`src/rtl/lrun_pkg.sv`:
```
package lrun_pkg;

    localparam int LANES       = 4;
    localparam int LANE_W      = $clog2(LANES);
    localparam int START_LIVES = 3;
    localparam int LIVES_W     = $clog2(START_LIVES + 1);
    localparam int SCORE_W     = 8;

    typedef logic [LANE_W-1:0]  lane_idx_t;
    typedef logic [LIVES_W-1:0] lives_t;
    typedef logic [SCORE_W-1:0] score_t;

    typedef struct packed {
        logic   over;
        lives_t lives;
        score_t score;
    } game_stat_t;

    localparam score_t SCORE_MAX = '1;

    // next player lane for one pair of button pulses
    function automatic lane_idx_t step_lane(lane_idx_t cur, logic up, logic dn);
        if (up && !dn && cur != lane_idx_t'(LANES - 1))
            return cur + lane_idx_t'(1);
        if (dn && !up && cur != '0)
            return cur - lane_idx_t'(1);
        return cur;
    endfunction

endpackage

```
`src/rtl/lrun_tick_gen.sv`:
```
module lrun_tick_gen #(
    parameter int DIV = 6_250_000
) (
    input  logic clk_i,
    input  logic rst_i,
    output logic tick_o
);
    localparam int CW = (DIV > 1) ? $clog2(DIV) : 1;
    localparam logic [CW-1:0] LAST = CW'(DIV - 1);

    logic [CW-1:0] cnt_q;

    always_ff @(posedge clk_i) begin
        if (rst_i || tick_o)
            cnt_q <= '0;
        else
            cnt_q <= cnt_q + CW'(1);
    end

    assign tick_o = (cnt_q == LAST);
endmodule

```
`src/rtl/lrun_lane.sv`:
```
module lrun_lane #(
    parameter int LEN = 32
) (
    input  logic           clk_i,
    input  logic           rst_i,
    input  logic           tick_i,
    input  logic           clr_i,
    input  logic           new_bit_i,
    output logic [LEN-1:0] cells_o
);
    always_ff @(posedge clk_i) begin
        if (rst_i || clr_i)
            cells_o <= '0;
        else if (tick_i)
            cells_o <= {new_bit_i, cells_o[LEN-1:1]};
    end
endmodule

```
`src/rtl/lrun_player.sv`:
```
module lrun_player
    import lrun_pkg::*;
(
    input  logic      clk_i,
    input  logic      rst_i,
    input  logic      freeze_i,
    input  logic      up_i,
    input  logic      down_i,
    output lane_idx_t lane_o
);
    always_ff @(posedge clk_i) begin
        if (rst_i)
            lane_o <= '0;
        else if (!freeze_i)
            lane_o <= step_lane(lane_o, up_i, down_i);
    end
endmodule

```
`src/rtl/lrun_status.sv`:
```
module lrun_status
    import lrun_pkg::*;
#(
    parameter int TICKS_PER_POINT = 8
) (
    input  logic                   clk_i,
    input  logic                   rst_i,
    input  logic                   tick_i,
    input  logic                   zone_hit_i,
    output game_stat_t             stat_o,
    output logic                   fatal_o,
    output logic [START_LIVES-1:0] led_o
);
    localparam int SW = (TICKS_PER_POINT > 1) ? $clog2(TICKS_PER_POINT) : 1;
    localparam logic [SW-1:0] SUB_LAST = SW'(TICKS_PER_POINT - 1);

    logic [SW-1:0] sub_q;
    logic          hit;
    logic          live_tick;

    assign live_tick = tick_i && !stat_o.over;
    assign hit       = live_tick && zone_hit_i;
    assign fatal_o   = hit && (stat_o.lives == lives_t'(1));

    always_ff @(posedge clk_i) begin
        if (rst_i) begin
            stat_o.over  <= 1'b0;
            stat_o.lives <= lives_t'(START_LIVES);
            stat_o.score <= '0;
            sub_q        <= '0;
        end else begin
            if (hit)
                stat_o.lives <= stat_o.lives - lives_t'(1);
            if (fatal_o)
                stat_o.over <= 1'b1;
            if (live_tick) begin
                if (sub_q == SUB_LAST) begin
                    sub_q <= '0;
                    if (stat_o.score != SCORE_MAX)
                        stat_o.score <= stat_o.score + score_t'(1);
                end else begin
                    sub_q <= sub_q + SW'(1);
                end
            end
        end
    end

    for (genvar i = 0; i < START_LIVES; i++) begin : g_led
        assign led_o[i] = (stat_o.lives > lives_t'(i));
    end
endmodule

```
`src/rtl/lrun_core.sv`:
```
module lrun_core
    import lrun_pkg::*;
#(
    parameter int TICK_DIV        = 6_250_000,
    parameter int LANE_LEN        = 32,
    parameter int TICKS_PER_POINT = 8
) (
    input  logic                      clk_i,
    input  logic                      rst_i,
    input  logic                      up_i,
    input  logic                      down_i,
    input  logic [LANES-1:0]          new_obst_i,
    output logic [LANES*LANE_LEN-1:0] lanes_o,
    output logic [LANE_W-1:0]         player_lane_o,
    output logic [SCORE_W-1:0]        score_o,
    output logic [LIVES_W-1:0]        lives_o,
    output logic [START_LIVES-1:0]    life_led_o,
    output logic                      game_over_o
);
    logic       game_tick;
    logic       fatal;
    logic       lane_clr;
    logic       zone_hit;
    game_stat_t stat;
    lane_idx_t  player;
    logic [LANES-1:0] zone;

    lrun_tick_gen #(.DIV(TICK_DIV)) u_tick (
        .clk_i  (clk_i),
        .rst_i  (rst_i),
        .tick_o (game_tick)
    );

    assign lane_clr = fatal || stat.over;

    for (genvar k = 0; k < LANES; k++) begin : g_lane
        lrun_lane #(.LEN(LANE_LEN)) u_lane (
            .clk_i     (clk_i),
            .rst_i     (rst_i),
            .tick_i    (game_tick),
            .clr_i     (lane_clr),
            .new_bit_i (new_obst_i[k]),
            .cells_o   (lanes_o[k*LANE_LEN +: LANE_LEN])
        );
        assign zone[k] = lanes_o[k*LANE_LEN];
    end

    assign zone_hit = zone[player];

    lrun_player u_player (
        .clk_i    (clk_i),
        .rst_i    (rst_i),
        .freeze_i (stat.over),
        .up_i     (up_i),
        .down_i   (down_i),
        .lane_o   (player)
    );

    lrun_status #(.TICKS_PER_POINT(TICKS_PER_POINT)) u_status (
        .clk_i      (clk_i),
        .rst_i      (rst_i),
        .tick_i     (game_tick),
        .zone_hit_i (zone_hit),
        .stat_o     (stat),
        .fatal_o    (fatal),
        .led_o      (life_led_o)
    );

    assign player_lane_o = player;
    assign score_o       = stat.score;
    assign lives_o       = stat.lives;
    assign game_over_o   = stat.over;
endmodule

```
`config.mk`:
```
export PLATFORM = sky130hd
export DESIGN_NAME = lrun_core
export DESIGN_NICKNAME = d
export VERILOG_FILES = /design/src/rtl/lrun_pkg.sv /design/src/rtl/lrun_tick_gen.sv /design/src/rtl/lrun_lane.sv /design/src/rtl/lrun_player.sv /design/src/rtl/lrun_status.sv /design/src/rtl/lrun_core.sv
export SDC_FILE = /design/constraint.sdc
export NUM_CORES = 1
export LEC_CHECK = 0
export BUFFER_PORTS_ARGS = -buffer_cell sky130_fd_sc_hd__clkbuf_2
export CORE_ASPECT_RATIO = 1.1
export CORE_MARGIN = 2
export CORE_UTILIZATION = 41
export CTS_CLUSTER_DIAMETER = 80
export CTS_CLUSTER_SIZE = 28
export DETAILED_ROUTE_END_ITERATION = 8
export GPL_TIMING_DRIVEN = 0
export PLACE_DENSITY = 0.65
export SLEW_MARGIN = 25
export SYNTH_ARGS = -nofsm -noshare
export SYNTH_HDL_FRONTEND = slang
export SYNTH_HIERARCHICAL = 1
export SYNTH_SLANG_ARGS = --single-unit
```
`constraint.sdc`:
```
create_clock -name clk_i -period 4 [get_ports clk_i]
set_input_delay 0.2 -clock clk_i [delete_from_list [all_inputs] [get_ports clk_i]]
set_output_delay 0.2 -clock clk_i [all_outputs]
set_load 0.1 [all_outputs]
```
### Word level (Yosys, flattened, before mapping)

Index checks and enable logic that the tools add are counted.

| word-level totals | value |
|---|---|
| bits in registers | 167 |
| input port bits | 8 |
| output and inout bits | 144 |
| word-level logic and storage cells | 57 |

| cells by class | value |
|---|---|
| add/sub/neg operators | 6 |
| $lt $le $gt $ge | 4 |
| eq/ne operators | 5 |
| muxes and demuxes | 14 |
| bitwise gates (word level) | 1 |
| reductions and logical operators | 17 |

Operator list:

| kind | number |
|---|---|
| $add 23x1->23 const B | 1 |
| $eq 23x23->1 const B | 1 |
| $add 8x1->8 const B | 1 |
| $mux 1 | 8 |
| $mux 2 | 4 |
| $ne 8x8->1 const B | 1 |
| $logic_and 1x1->1 | 7 |
| $gt 2x1->1 const B | 2 |
| $reduce_bool 2->1 | 2 |
| $sub 2x1->2 const B | 2 |
| $add 3x1->3 const B | 1 |
| $eq 3x3->1 const B | 1 |
| $logic_not 1->1 | 3 |
| $logic_or 1x1->1 | 3 |
| $lt 2x3->1 const B | 1 |
| $mux 3 | 1 |
| $reduce_and 3->1 | 1 |
| $add 2x1->2 const B | 1 |
| $bmux 1 s2 | 1 |
| $eq 2x1->1 const B | 1 |
| $gt 2x2->1 const B | 1 |
| $ne 2x2->1 const B | 1 |
| $reduce_and 2->1 | 1 |
| $not 1->1 | 1 |

### Logic depth before layout (Yosys ltp)

Gate-level depths: netlist of run 1.

| depth | value |
|---|---|
| depth in word-level cells | 11 |
| mapped depth | 10 |
| gate-level depth less buffers | 8 |

### Hierarchy

The synthesis of run 1 kept the hierarchy.

By module, submodules not included:

| module | times used | cells an instance | area each (um^2) | seq. area each (um^2) |
|---|---|---|---|---|
| lrun_lane | 4 | 105 | 1,156.1 | 640.6 |
| lrun_tick_gen | 1 | 118 | 1,153.6 | 460.4 |
| lrun_status | 1 | 76 | 703.2 | 280.3 |
| lrun_player | 1 | 16 | 155.1 | 40.0 |
| lrun_core | 1 | 2 | 28.8 | 0.0 |

### Least setup slack after synthesis of run 1

OpenSTA, ideal clock, no wires.

| timing path | value |
|---|---|
| kind | register to output |
| start | register u_status/stat_o[9] in the netlist's numbering |
| end | output life_led_o[1] |
| arrival | 2.641 ns |
| required time | 3.800 ns |
| slack | 1.159 ns |
| cell stages (with the launch flop) | 4 |
| path buffers | 0 |
| path through | dfxtp_1 -> inv_1 -> ha_1 -> nor2_1 |

| on the way | value |
|---|---|
| cells in the longest elaborated chain, start to end | 1 |

Ends and longest elaborated chain:

| element | RTL line | text |
|---|---|---|
| start: declaration | lrun_status.sv:10 | `output game_stat_t stat_o,` |
| $gt 2x1->1 | lrun_status.sv:49 | `assign led_o[i] = (stat_o.lives > lives_t'(i));` |
| end: declaration | lrun_core.sv:17 | `output logic [START_LIVES-1:0] life_led_o,` |

Every way passes these cells.

### Worst setup path in the final report of run 1

| timing path | value |
|---|---|
| start | register u_tick.cnt_q[4] |
| end | register g_lane[2].u_lane.cells_o[14] |

| on the way | value |
|---|---|
| cells in the longest elaborated chain, start to end | 6 |

Ends and longest elaborated chain:

| element | RTL line | text |
|---|---|---|
| start: declaration | lrun_tick_gen.sv:11 | `logic [CW-1:0] cnt_q;` |
| start signal: assignment | lrun_tick_gen.sv:17 | `cnt_q <= cnt_q + CW'(1);` |
| $eq 23x23->1 | lrun_tick_gen.sv:20 | `assign tick_o = (cnt_q == LAST);` |
| named net game_tick | lrun_core.sv:20 | `logic game_tick;` |
| $logic_and 1x1->1 | lrun_status.sv:21 | `assign live_tick = tick_i && !stat_o.over;` |
| $logic_and 1x1->1 | lrun_status.sv:22 | `assign hit = live_tick && zone_hit_i;` |
| $logic_and 1x1->1 | lrun_status.sv:23 | `assign fatal_o = hit && (stat_o.lives == lives_t'(1));` |
| named net fatal | lrun_core.sv:21 | `logic fatal;` |
| $logic_or 1x1->1 | lrun_core.sv:34 | `assign lane_clr = fatal \|\| stat.over;` |
| named net lane_clr | lrun_core.sv:22 | `logic lane_clr;` |
| $logic_or 1x1->1 | lrun_lane.sv:12 | `if (rst_i \|\| clr_i)` |
| end signal: assignment | lrun_lane.sv:15 | `cells_o <= {new_bit_i, cells_o[LEN-1:1]};` |
| end: declaration | lrun_lane.sv:9 | `output logic [LEN-1:0] cells_o` |

The timed path passes the listed nets, and every way through them passes these cells.
A chain may end at the register's enable or synchronous reset.

==> results.tsv, run 1 <==
stage	metric	value	unit
outcome	status	complete, no violations	
critical_path	Setup CP Type	reg2reg	
critical_path	crit-path cells	buf_4 > or4_4 > nor4_2 > nor2b_1 > and3_1 > or2_2 > or2_1 > clkbuf_2 > buf_6 > nor2_1	
cells_and_area	Area growth syn-to-layout	24.0	%
cells_and_area	most common library cell in the layout ignoring fill and taps	dfxtp_1	
yosys	Avg Cell Area, Syn	10.5	um^2
power_and_ir_drop	Clock power frac	0.468	
yosys	Cell Area, Synth	6670	um^2
critical_path	startpoint type of the worst setup path	register	
sta	skew final	0.0103	ns
power_and_ir_drop	Internal Power	2.59	mW
route	DRT iter0 DRCs	181	
route	drt first pass iters	4	
grt	initial antenna violation count	0	
critical_path	Critical Path Slowest Stage Cell	nor4_2	
route	final wirelength	13.9	mm
yosys	Seq/Total Area, Yosys	0.502	
floorplan	Core Rows	48	
floorplan	Die H	138	um
cells_and_area	final-layout fill cell count	1407	
cells_and_area	most frequent cells in the layout	dfxtp_1, clkbuf_2, nor2_1	
power_and_ir_drop	PwrDens	403	nW/um^2
place	Placer Congestion	0.818	
yosys	Synthesis Warnings	6	
job	max-cap viol count	0	
yosys	Async S/R FF share, synth	0	
floorplan	IO Pins	152	
sta	Tmin final	2.84	ns
sta	final hold vios	0	
yosys	Post-synth EDFFs	0	
critical_path	CP Max Fanout	10	
yosys	Post-Syn Instances	632	
sta	final setup fails	0	
route	routed via count	4941	
sta	setup total negative slack	0	ns
power_and_ir_drop	static leakage	3.33	nW
floorplan	Starting Density	0.422	
grt	largest net degree at the start of global routing	17	
worst_hold_path	HP Class	in2reg	
cts	htree depth	4	
cts	CTS Buf Count	17	
grt	GRT Util Overall	0.160	
grt	vias in the first global route	4818	
place	HPWL after DPL	10.4	mm
cts	Clock Root Buffer	clkbuf_16	
cts	TritonCTS Sinks	167	
sta	Slew HR	0.539	
sta	RSZ-0062 raised after global routing	no	
route	vias per cell	4.86	
yosys	Synthesized Nets	649	
power_and_ir_drop	maximum VDD drop	0.000264	V
power_and_ir_drop	combinational power share	0.029	
floorplan	die area	17300	um^2
power_and_ir_drop	Reg power frac	0.503	
floorplan	die width	126	um
grt	first-pass GRT wire length	22.6	mm
cts	clk_lat worst skew	0.42	ns
power_and_ir_drop	switch share	0.220	
cts	CTS tree	built	
cells_and_area	share of layout cells above drive strength 1	0.314	
yosys	Top FF cell, synth	dfxtp_1	
cts	Clock Path Buffers	2	
critical_path	CP max stage delay	0.60	ns
sta	Slew @ Worst Pin	0.685	ns
critical_path	WP data required	4.32	ns
cells_and_area	utilization after layout	0.523	
sta	final worst slack	1.16	ns
sta	fin. max-slew vios	0	
critical_path	Worst EP arrival	3.16	ns
cells_and_area	NumNets Final	821	
cts	cts repair resizes	0	
place	pre-CTS setup slack	1.12	ns
yosys	unique cell type count in the Yosys netlist	54	
critical_path	Crit. End Element	register	
power_and_ir_drop	NetSw	0.733	mW
cells_and_area	number of diodes	0	
yosys	flops & latches, synth	167	
place	port bufs	151	
floorplan	CORE AREA	15800	um^2
sta	fmax	0.352	GHz
route	drt wl/cell	13.6	um
route	drc violations	0	
grt	GRT overflow	0	
cts	clock slew at the register clock pins of the worst setup and hold paths	0.06	ns
route	post-route ant nets	0	
sta	period utilisation layout	0.710	
==> Yosys cell counts, types with 4 or more instances <==
master      n  area [um^2]
a21oi_1     8         40.0
a21oi_2     7         61.3
and4_1      5         43.8
buf_4      18          135
buf_6      14          158
clkbuf_2    4         20.0
dfxtp_1   167         3340
ha_1        9          113
inv_1      10         37.5
mux2i_1   129         1290
nand2_1    13         48.8
nand3_1    11         55.1
nand4_1     6         37.5
nor2_1    139          522
nor2_2     14         87.6
o21ai_0     5         25.0
o31ai_1     6         45.0
or2_1       4         25.0
or3_1       4         25.0
or4_1       6         45.0
xnor2_1     6         52.6
xor2_1     12          105
==> through the flow <==
step	power (mW)	std cells	instance area (um^2)	hold slack [ns]
finish	3.33	1016	8270	0.0385
global route	3.47	1016	8270	0.0482
CTS	3.38	1016	8270	0.0113
detailed placement	1.81	984	7680	0.444
global placement	1.80	983	7670	0.442
floorplan	1.78	632	6670	0.262
==> registers in the layout, summed over array words and instances, names as in the netlist <==
register               flops
g_lane.u_lane/cells_o    128
u_tick/cnt_q              23
u_status/stat_o           11
u_status/sub_q             3
u_player/lane_o            2
==> kinds of logic (layout without fill, tap and decap cells) <==
family                     Yosys count  count (layout)  share of synthesized area
buffers and inverters               48             232                     0.0539
and+or+nand+nor                    225             225                      0.166
xor gates and xnor gates            18              18                     0.0237
adders and majority gates            9               9                     0.0169
AOI/OAI and AO/OA                   35              35                     0.0407
muxes                              130             130                      0.197
DFF                                167             167                      0.502
==> final timing paths <==
kind / startpoint / end / slack [ns] / cells past startpoint
setup / recovery: u_tick/cnt_q[4] / g_lane[2].u_lane/cells_o[14] / 1.16 / 10
setup reg to reg: u_tick/cnt_q[4] / g_lane[2].u_lane/cells_o[14] / 1.16 / 10
hold reg to reg: u_status/sub_q[1] / u_status/sub_q[1] / 0.46 / 2
hold / removal: new_obst_i[0] / g_lane[0].u_lane/cells_o[31] / 0.04 / 3
==> power groups by stage <==
stage | clock (mW) | combinational (mW) | sequential (mW)
after CTS | 1.61 | 0.0958 | 1.67
after detailed placement | 0 | 0.0947 | 1.71
after global placement | 0 | 0.0912 | 1.71
after global routing | 1.69 | 0.102 | 1.67
final | 1.56 | 0.0948 | 1.67
after floorplan | 0 | 0.0570 | 1.73
==> layout make-up <==
class	instances	area, um^2	share of cell area
inverters	10	37.5	0.00454
clock inverters	12	118	0.0142
clock buffers	19	453	0.0548
well taps	200	250	0.0303
flip-flops and latches	167	3340	0.404
multi-input cells	417	2970	0.359
plain buffers	38	322	0.0389
repair buffers	153	773	0.0936
==> routing by layer <==
layer  global-route usage  share of wire
met2                0.263           0.48
met3               0.0489          0.056
met5                    0              0
met4               0.0605          0.016
met1                0.198           0.45
==> critical path: cells and delay by family, from the launching register on <==
| kind | cells | cell delay [ns] |
|---|---|---|
| buffers and inverters | 3 | 0.50 |
| flip-flops | 1 | 0.30 |
| AND/OR/NAND/NOR | 7 | 1.92 |
==> what timing repair did <==
item | 4_1_cts | 5_1_grt
endpoints found under the hold margin | 1 | 0
hold buffers | 1 | 0
buffers inserted | 0 | 0
(Power assumes the default switching activity.)
==> inputs of run 2 (changes only) <==
==> constraint.sdc (replaced) <==
create_clock -name clk_i -period 2.84 [get_ports clk_i]
set_input_delay 0.142 -clock clk_i [delete_from_list [all_inputs] [get_ports clk_i]]
set_output_delay 0.142 -clock clk_i [all_outputs]
set_load 0.1 [all_outputs]
==> run 2 against run 1 <==
Net effect: clock power grew 41%; clock skew is essentially flat; worst setup slack lost 0.82 ns; critical endpoint unchanged; largest power group unchanged; combinational power grew 45%; critical path type unchanged; non-clock buffer count grew 4; hold slack gained 0.047 ns; count of clock-buffer cells in the layout is the same; sequential power grew 41%; maximum frequency grew 14%; design area grew 0.67%.
==> results.tsv, run 2 (synthesis results as in run 1) <==
stage	metric	value	unit
power_and_ir_drop	Power Total	4.69	mW
cells_and_area	final-layout fill cell count	1403	
sta	WHS	0.0852	ns
floorplan	Core Rows	48	
grt	GRT Util Overall	0.161	
sta	setup total negative slack	0	ns
cts	TritonCTS Sinks	167	
cells_and_area	NumNets Final	825	
cells_and_area	share of layout cells above drive strength 1	0.316	
sta	fin. max-slew vios	0	
sta	fmax	0.400	GHz
floorplan	Starting Density	0.422	
route	drc violations	0	
place	HPWL after DPL	10.4	mm
grt	largest net degree at the start of global routing	17	
cts	clk_lat worst skew	0.42	ns
grt	initial antenna violation count	0	
cts	clock slew at the register clock pins of the worst setup and hold paths	0.06	ns
job	max-cap viol count	0	
cells_and_area	footprint of the multi-input gates	2990	um^2
sta	final hold vios	0	
cells_and_area	Largest register FFs	128	
power_and_ir_drop	PwrDens	564	nW/um^2
cells_and_area	number of diodes	0	
cells_and_area	utilization after layout	0.527	
route	Top Layer Used	met4	
cts	CTS tree	built	
sta	RSZ-0062 raised after global routing	no	
cts	Clock Root Buffer	clkbuf_16	
critical_path	flop2flop setup slack	0.34	ns
floorplan	die area	17300	um^2
route	drt wl/cell	13.7	um
cells_and_area	most frequent cells in the layout	dfxtp_1, clkbuf_2, nor2_1	
route	DRT met1 WL	6.23	mm
grt	vias in the first global route	4852	
route	Met3 Routed Length	861	um
sta	skew final	0.0104	ns
power_and_ir_drop	static leakage	3.35	nW
grt	GRT overflow	0	
route	DRT iter0 DRCs	195	
power_and_ir_drop	Reg power frac	0.503	
floorplan	die width	126	um
sta	Slew @ Worst Pin	0.583	ns
critical_path	Setup CP Type	reg2reg	
cts	htree depth	4	
cts	CTS Buf Count	17	
cells_and_area	register area	3340	um^2
cts	Clock Path Buffers	2	
place	Placer Congestion	0.818	
critical_path	startpoint type of the worst setup path	register	
route	routed via count	4970	
power_and_ir_drop	NetSw	1.03	mW
route	met2 wire length	6.63	mm
critical_path	Critical Path Slowest Stage Cell	dfxtp_1	
floorplan	CORE AREA	15800	um^2
floorplan	IO Pins	152	
critical_path	CP bufs+invs	2	
sta	period utilisation layout	0.881	
sta	final setup fails	0	
sta	Slew HR	0.613	
place	port bufs	151	
critical_path	crit-path leading delay family	simple AND/OR/NAND/NOR gates	
sta	Tmin final	2.50	ns
critical_path	CP Max Fanout	10	
cells_and_area	Area growth syn-to-layout	24.8	%
critical_path	CP max stage delay	0.40	ns
cells_and_area	most common library cell in the layout ignoring fill and taps	dfxtp_1	
outcome	status	complete, no violations	
critical_path	Worst EP arrival	2.82	ns
power_and_ir_drop	combinational power share	0.029	
route	post-route ant nets	0	
power_and_ir_drop	maximum VDD drop	0.000371	V
power_and_ir_drop	Clock power frac	0.468	
power_and_ir_drop	Internal Power	3.66	mW
route	vias per cell	4.87	
worst_hold_path	HP Class	in2reg	
route	final wirelength	13.9	mm
route	drt first pass iters	4	
cells_and_area	largest registers	g_lane.u_lane/cells_o x128, u_tick/cnt_q x23, u_status/stat_o x11	
floorplan	Die H	138	um
critical_path	WP data required	3.16	ns
power_and_ir_drop	switch share	0.220	
cells_and_area	Largest Register	g_lane.u_lane/cells_o	
grt	first-pass GRT wire length	22.8	mm
critical_path	crit-path cells	nor4bb_2 > nand3_1 > nor4_4 > nor2b_2 > and3_1 > or2_2 > or2_1 > clkbuf_2 > buf_6 > nor2_1	
critical_path	Crit. End Element	register	
-- run 2: cell count changes in the layout (fill, tap and decap cells not counted), sizes merged --
cell | previous run | this run
buf | 34 | 35
dlygate4sd3 | 1 | 4
-- run 2: repair_timing --
item,CTS,global route
resized for setup,1,2
hold buffers,4,0
pin swaps,0,1
setup buffers,0,1
endpoints found under the setup margin,120,128
hold endpoints to repair,4,0
-- run 2: final cells by class --
type | count | share of cell area
plain buffers | 38 | 0.0386
flip-flops and latches | 167 | 0.402
inverters | 10 | 0.00451
multi-input cells | 417 | 0.359
clock buffers | 19 | 0.0544
well taps | 200 | 0.0301
repair buffers | 157 | 0.0974
clock inverters | 12 | 0.0141
-- run 2: through the flow --
stage          instance area [um^2]  instances  setup slack [ns]
2_1_floorplan                  6670        632            0.0530
3_5_place_dp                   7680        984           -0.0447
6_report                       8320       1020             0.339
5_1_grt                        8320       1020            0.0730
4_1_cts                        8300       1019             0.140
3_3_place_gp                   7670        983            -0.996
-- run 2: worst register-to-register path: stages (launching register included) --
cell and delay [ns]:
dfxtp_1 0.40, nor4bb_2 0.32, nand3_1 0.22, nor4_4 0.32, nor2b_2 0.27, and3_1 0.19
or2_2 0.17, or2_1 0.12, clkbuf_2 0.18, buf_6 0.16, nor2_1 0.06
-- run 2: final timing paths --
path,start,endpoint,cells after the start
max,u_tick/cnt_q[17],g_lane[2].u_lane/cells_o[14],10
min,rst_i,u_player/lane_o[0],2
max reg2reg,u_tick/cnt_q[17],g_lane[2].u_lane/cells_o[14],10
min reg2reg,u_status/sub_q[1],u_status/sub_q[1],2
-- run 2: routing by layer --
layer / vias to the layer above / global-route usage
li1: 2507 / -
met1: 2320 / 0.199
met2: 125 / 0.267
met3: 18 / 0.0493
met4: 0 / 0.0605
met5: - / 0
-- run 2: power groups by stage --
stage / combinational (mW) / clock [mW] / sequential, mW
CTS: 0.138 / 2.27 / 2.36
floorplan: 0.0802 / 0 / 2.43
finish: 0.137 / 2.20 / 2.36
global placement: 0.128 / 0 / 2.41
global route: 0.148 / 2.38 / 2.36
detailed placement: 0.133 / 0 / 2.41
==> inputs of run 3 (changes only) <==
--- a/config.mk
+++ b/config.mk
@@ -5,7 +5,7 @@
 export SDC_FILE = /design/constraint.sdc
 export NUM_CORES = 1
 export LEC_CHECK = 0
-export BUFFER_PORTS_ARGS = -buffer_cell sky130_fd_sc_hd__clkbuf_2
+export BUFFER_PORTS_ARGS = -buffer_cell sky130_fd_sc_hd__buf_2
 export CORE_ASPECT_RATIO = 1.1
 export CORE_MARGIN = 2
 export CORE_UTILIZATION = 41
==> run 3 against run 2 <==
Net effect: combinational power is essentially flat; non-clock buffer count increased by 1; register-to-register slack lost 0.07 ns; largest cell class unchanged.
==> results.tsv, run 3 (synthesis results as in run 1) <==
stage	metric	value	unit
cts	TritonCTS Sinks	167	
worst_hold_path	HP Class	in2reg	
cts	Clock Path Buffers	2	
sta	Tmin final	2.57	ns
power_and_ir_drop	Clock power frac	0.469	
job	max-cap viol count	0	
power_and_ir_drop	maximum VDD drop	0.000402	V
cells_and_area	NumNets Final	826	
route	met2 wire length	6.84	mm
critical_path	crit path to	g_lane[2].u_lane/cells_o[25]	
critical_path	Worst EP arrival	2.88	ns
grt	first-pass GRT wire length	22.6	mm
critical_path	WP data required	3.15	ns
cts	Clock Root Buffer	clkbuf_16	
sta	fmax	0.389	GHz
place	HPWL after DPL	10.5	mm
cts	CTS tree	built	
power_and_ir_drop	static leakage	3.49	nW
route	Met3 Routed Length	793	um
cts	clk_lat worst skew	0.42	ns
sta	skew final	0.00734	ns
critical_path	startpoint type of the worst setup path	register	
cells_and_area	most frequent cells in the layout	dfxtp_1, buf_2, nor2_1	
cells_and_area	final instance area	8320	um^2
critical_path	CP Max Fanout	10	
route	vias per cell	4.84	
grt	vias in the first global route	4811	
critical_path	RR Startpoint	u_tick/cnt_q[17]	
floorplan	Starting Density	0.422	
sta	fin. max-slew vios	0	
route	post-route ant nets	0	
power_and_ir_drop	combinational power share	0.029	
cells_and_area	largest registers	g_lane.u_lane/cells_o x128, u_tick/cnt_q x23, u_status/stat_o x11	
place	port bufs	151	
route	drc violations	0	
place	pre-CTS setup slack	-0.0591	ns
power_and_ir_drop	switch share	0.220	
floorplan	Die H	138	um
route	Top Layer Used	met4	
cells_and_area	most common library cell in the layout ignoring fill and taps	dfxtp_1	
cells_and_area	Largest Register	g_lane.u_lane/cells_o	
cells_and_area	footprint of the multi-input gates	2980	um^2
place	DP Area	7680	um^2
cells_and_area	number of diodes	0	
cts	htree depth	4	
route	DRT iter0 DRCs	156	
route	final wirelength	14.1	mm
route	routed via count	4949	
outcome	status	complete, no violations	
power_and_ir_drop	PwrDens	564	nW/um^2
cts	CTS Buf Count	17	
cells_and_area	Largest register FFs	128	
power_and_ir_drop	Power Total	4.70	mW
floorplan	CORE AREA	15800	um^2
critical_path	worst reg-to-reg path cell count	10	
route	drt wl/cell	13.8	um
critical_path	Crit. End Element	register	
sta	final worst slack	0.267	ns
grt	GRT Util Overall	0.161	
cells_and_area	share of layout cells above drive strength 1	0.315	
place	Placer Congestion	0.778	
cells_and_area	register area	3340	um^2
critical_path	flop2flop setup slack	0.27	ns
critical_path	Setup CP Type	reg2reg	
critical_path	Setup crit start	u_tick/cnt_q[17]	
grt	largest net degree at the start of global routing	17	
cells_and_area	final-layout fill cell count	1457	
sta	period utilisation layout	0.906	
cells_and_area	Area growth syn-to-layout	24.9	%
floorplan	die width	126	um
grt	initial antenna violation count	0	
floorplan	IO Pins	152	
route	drt first pass iters	6	
sta	final hold vios	0	
cts	clock slew at the register clock pins of the worst setup and hold paths	0.06	ns
sta	Slew @ Worst Pin	0.537	ns
grt	GRT overflow	0	
power_and_ir_drop	Internal Power	3.66	mW
power_and_ir_drop	NetSw	1.03	mW
floorplan	Core Rows	48	
sta	Slew HR	0.633	
route	DRT met1 WL	6.20	mm
critical_path	critical register-to-register path endpoint	g_lane[2].u_lane/cells_o[25]	
floorplan	die area	17300	um^2
sta	final setup fails	0	
power_and_ir_drop	Reg power frac	0.502	
==> run 3: worst min-delay path by stage <==
stage	depth (start not counted)	start	endpoint	slack (ns)
2_1_floorplan	1	rst_i	u_player/lane_o[0]	0.20
3_3_place_gp	3	new_obst_i[2]	g_lane[2].u_lane/cells_o[31]	0.38
3_5_place_dp	3	new_obst_i[2]	g_lane[2].u_lane/cells_o[31]	0.39
4_1_cts	2	rst_i	u_player/lane_o[0]	0.06
5_1_grt	2	rst_i	u_player/lane_o[0]	0.08
6_report	2	rst_i	u_player/lane_o[0]	0.07
==> run 3: worst max-delay path, stage by stage, from the launching register on <==
cell and delay [ns]:
dfxtp_1 0.39, nor4bb_1 0.33, nand3_1 0.23, nor4_4 0.35, nor2b_2 0.28, and3_1 0.19
or2_2 0.17, or2_1 0.13, clkbuf_2 0.18, buf_6 0.16, nor2_1 0.05
==> run 3: repair_timing <==
| action | 4_1_cts | 5_1_grt |
|---|---|---|
| pin swaps | 0 | 1 |
| hold buffers | 4 | 0 |
| setup buffers | 0 | 2 |
| endpoints found under the setup margin | 120 | 120 |
| resized for setup | 1 | 1 |
| endpoints found under the hold margin | 4 | 0 |
==> run 3: power groups by stage <==
stage	combinational [mW]	clock (mW)	sequential, mW
after floorplan	0.0802	0	2.43
after global placement	0.129	0	2.41
after detailed placement	0.133	0	2.41
after CTS	0.137	2.27	2.36
after global routing	0.148	2.37	2.36
final	0.137	2.20	2.36
==> run 3: layer usage <==
| metal | GRT usage | vias up |
|---|---|---|
| met4 | 0.0747 | 0 |
| met5 | 0 | - |
| met2 | 0.272 | 114 |
| met3 | 0.0419 | 19 |
| met1 | 0.193 | 2309 |
| li1 | - | 2507 |
==> run 3: area by class of cell <==
type,count,area share
Tap cell,200,0.0301
Inverter,10,0.00451
Clock buffer,20,0.0549
Multi-Input combinational cell,417,0.358
Clock inverter,12,0.0140
Buffer,38,0.0386
Sequential cell,167,0.402
Timing Repair Buffer,158,0.0983
==> run 3: per-stage QoR <==
step / util / std cells / hold WS (ns) / setup TNS [ns]
after floorplan: - / 632 / 0.204 / 0
after global placement: 0.486 / 983 / 0.382 / -132.99
after detailed placement: 0.487 / 984 / 0.386 / -4.54
after CTS: 0.526 / 1020 / 0.0609 / 0
after global routing: 0.527 / 1022 / 0.0783 / -0.0119
final: 0.527 / 1022 / 0.0735 / 0
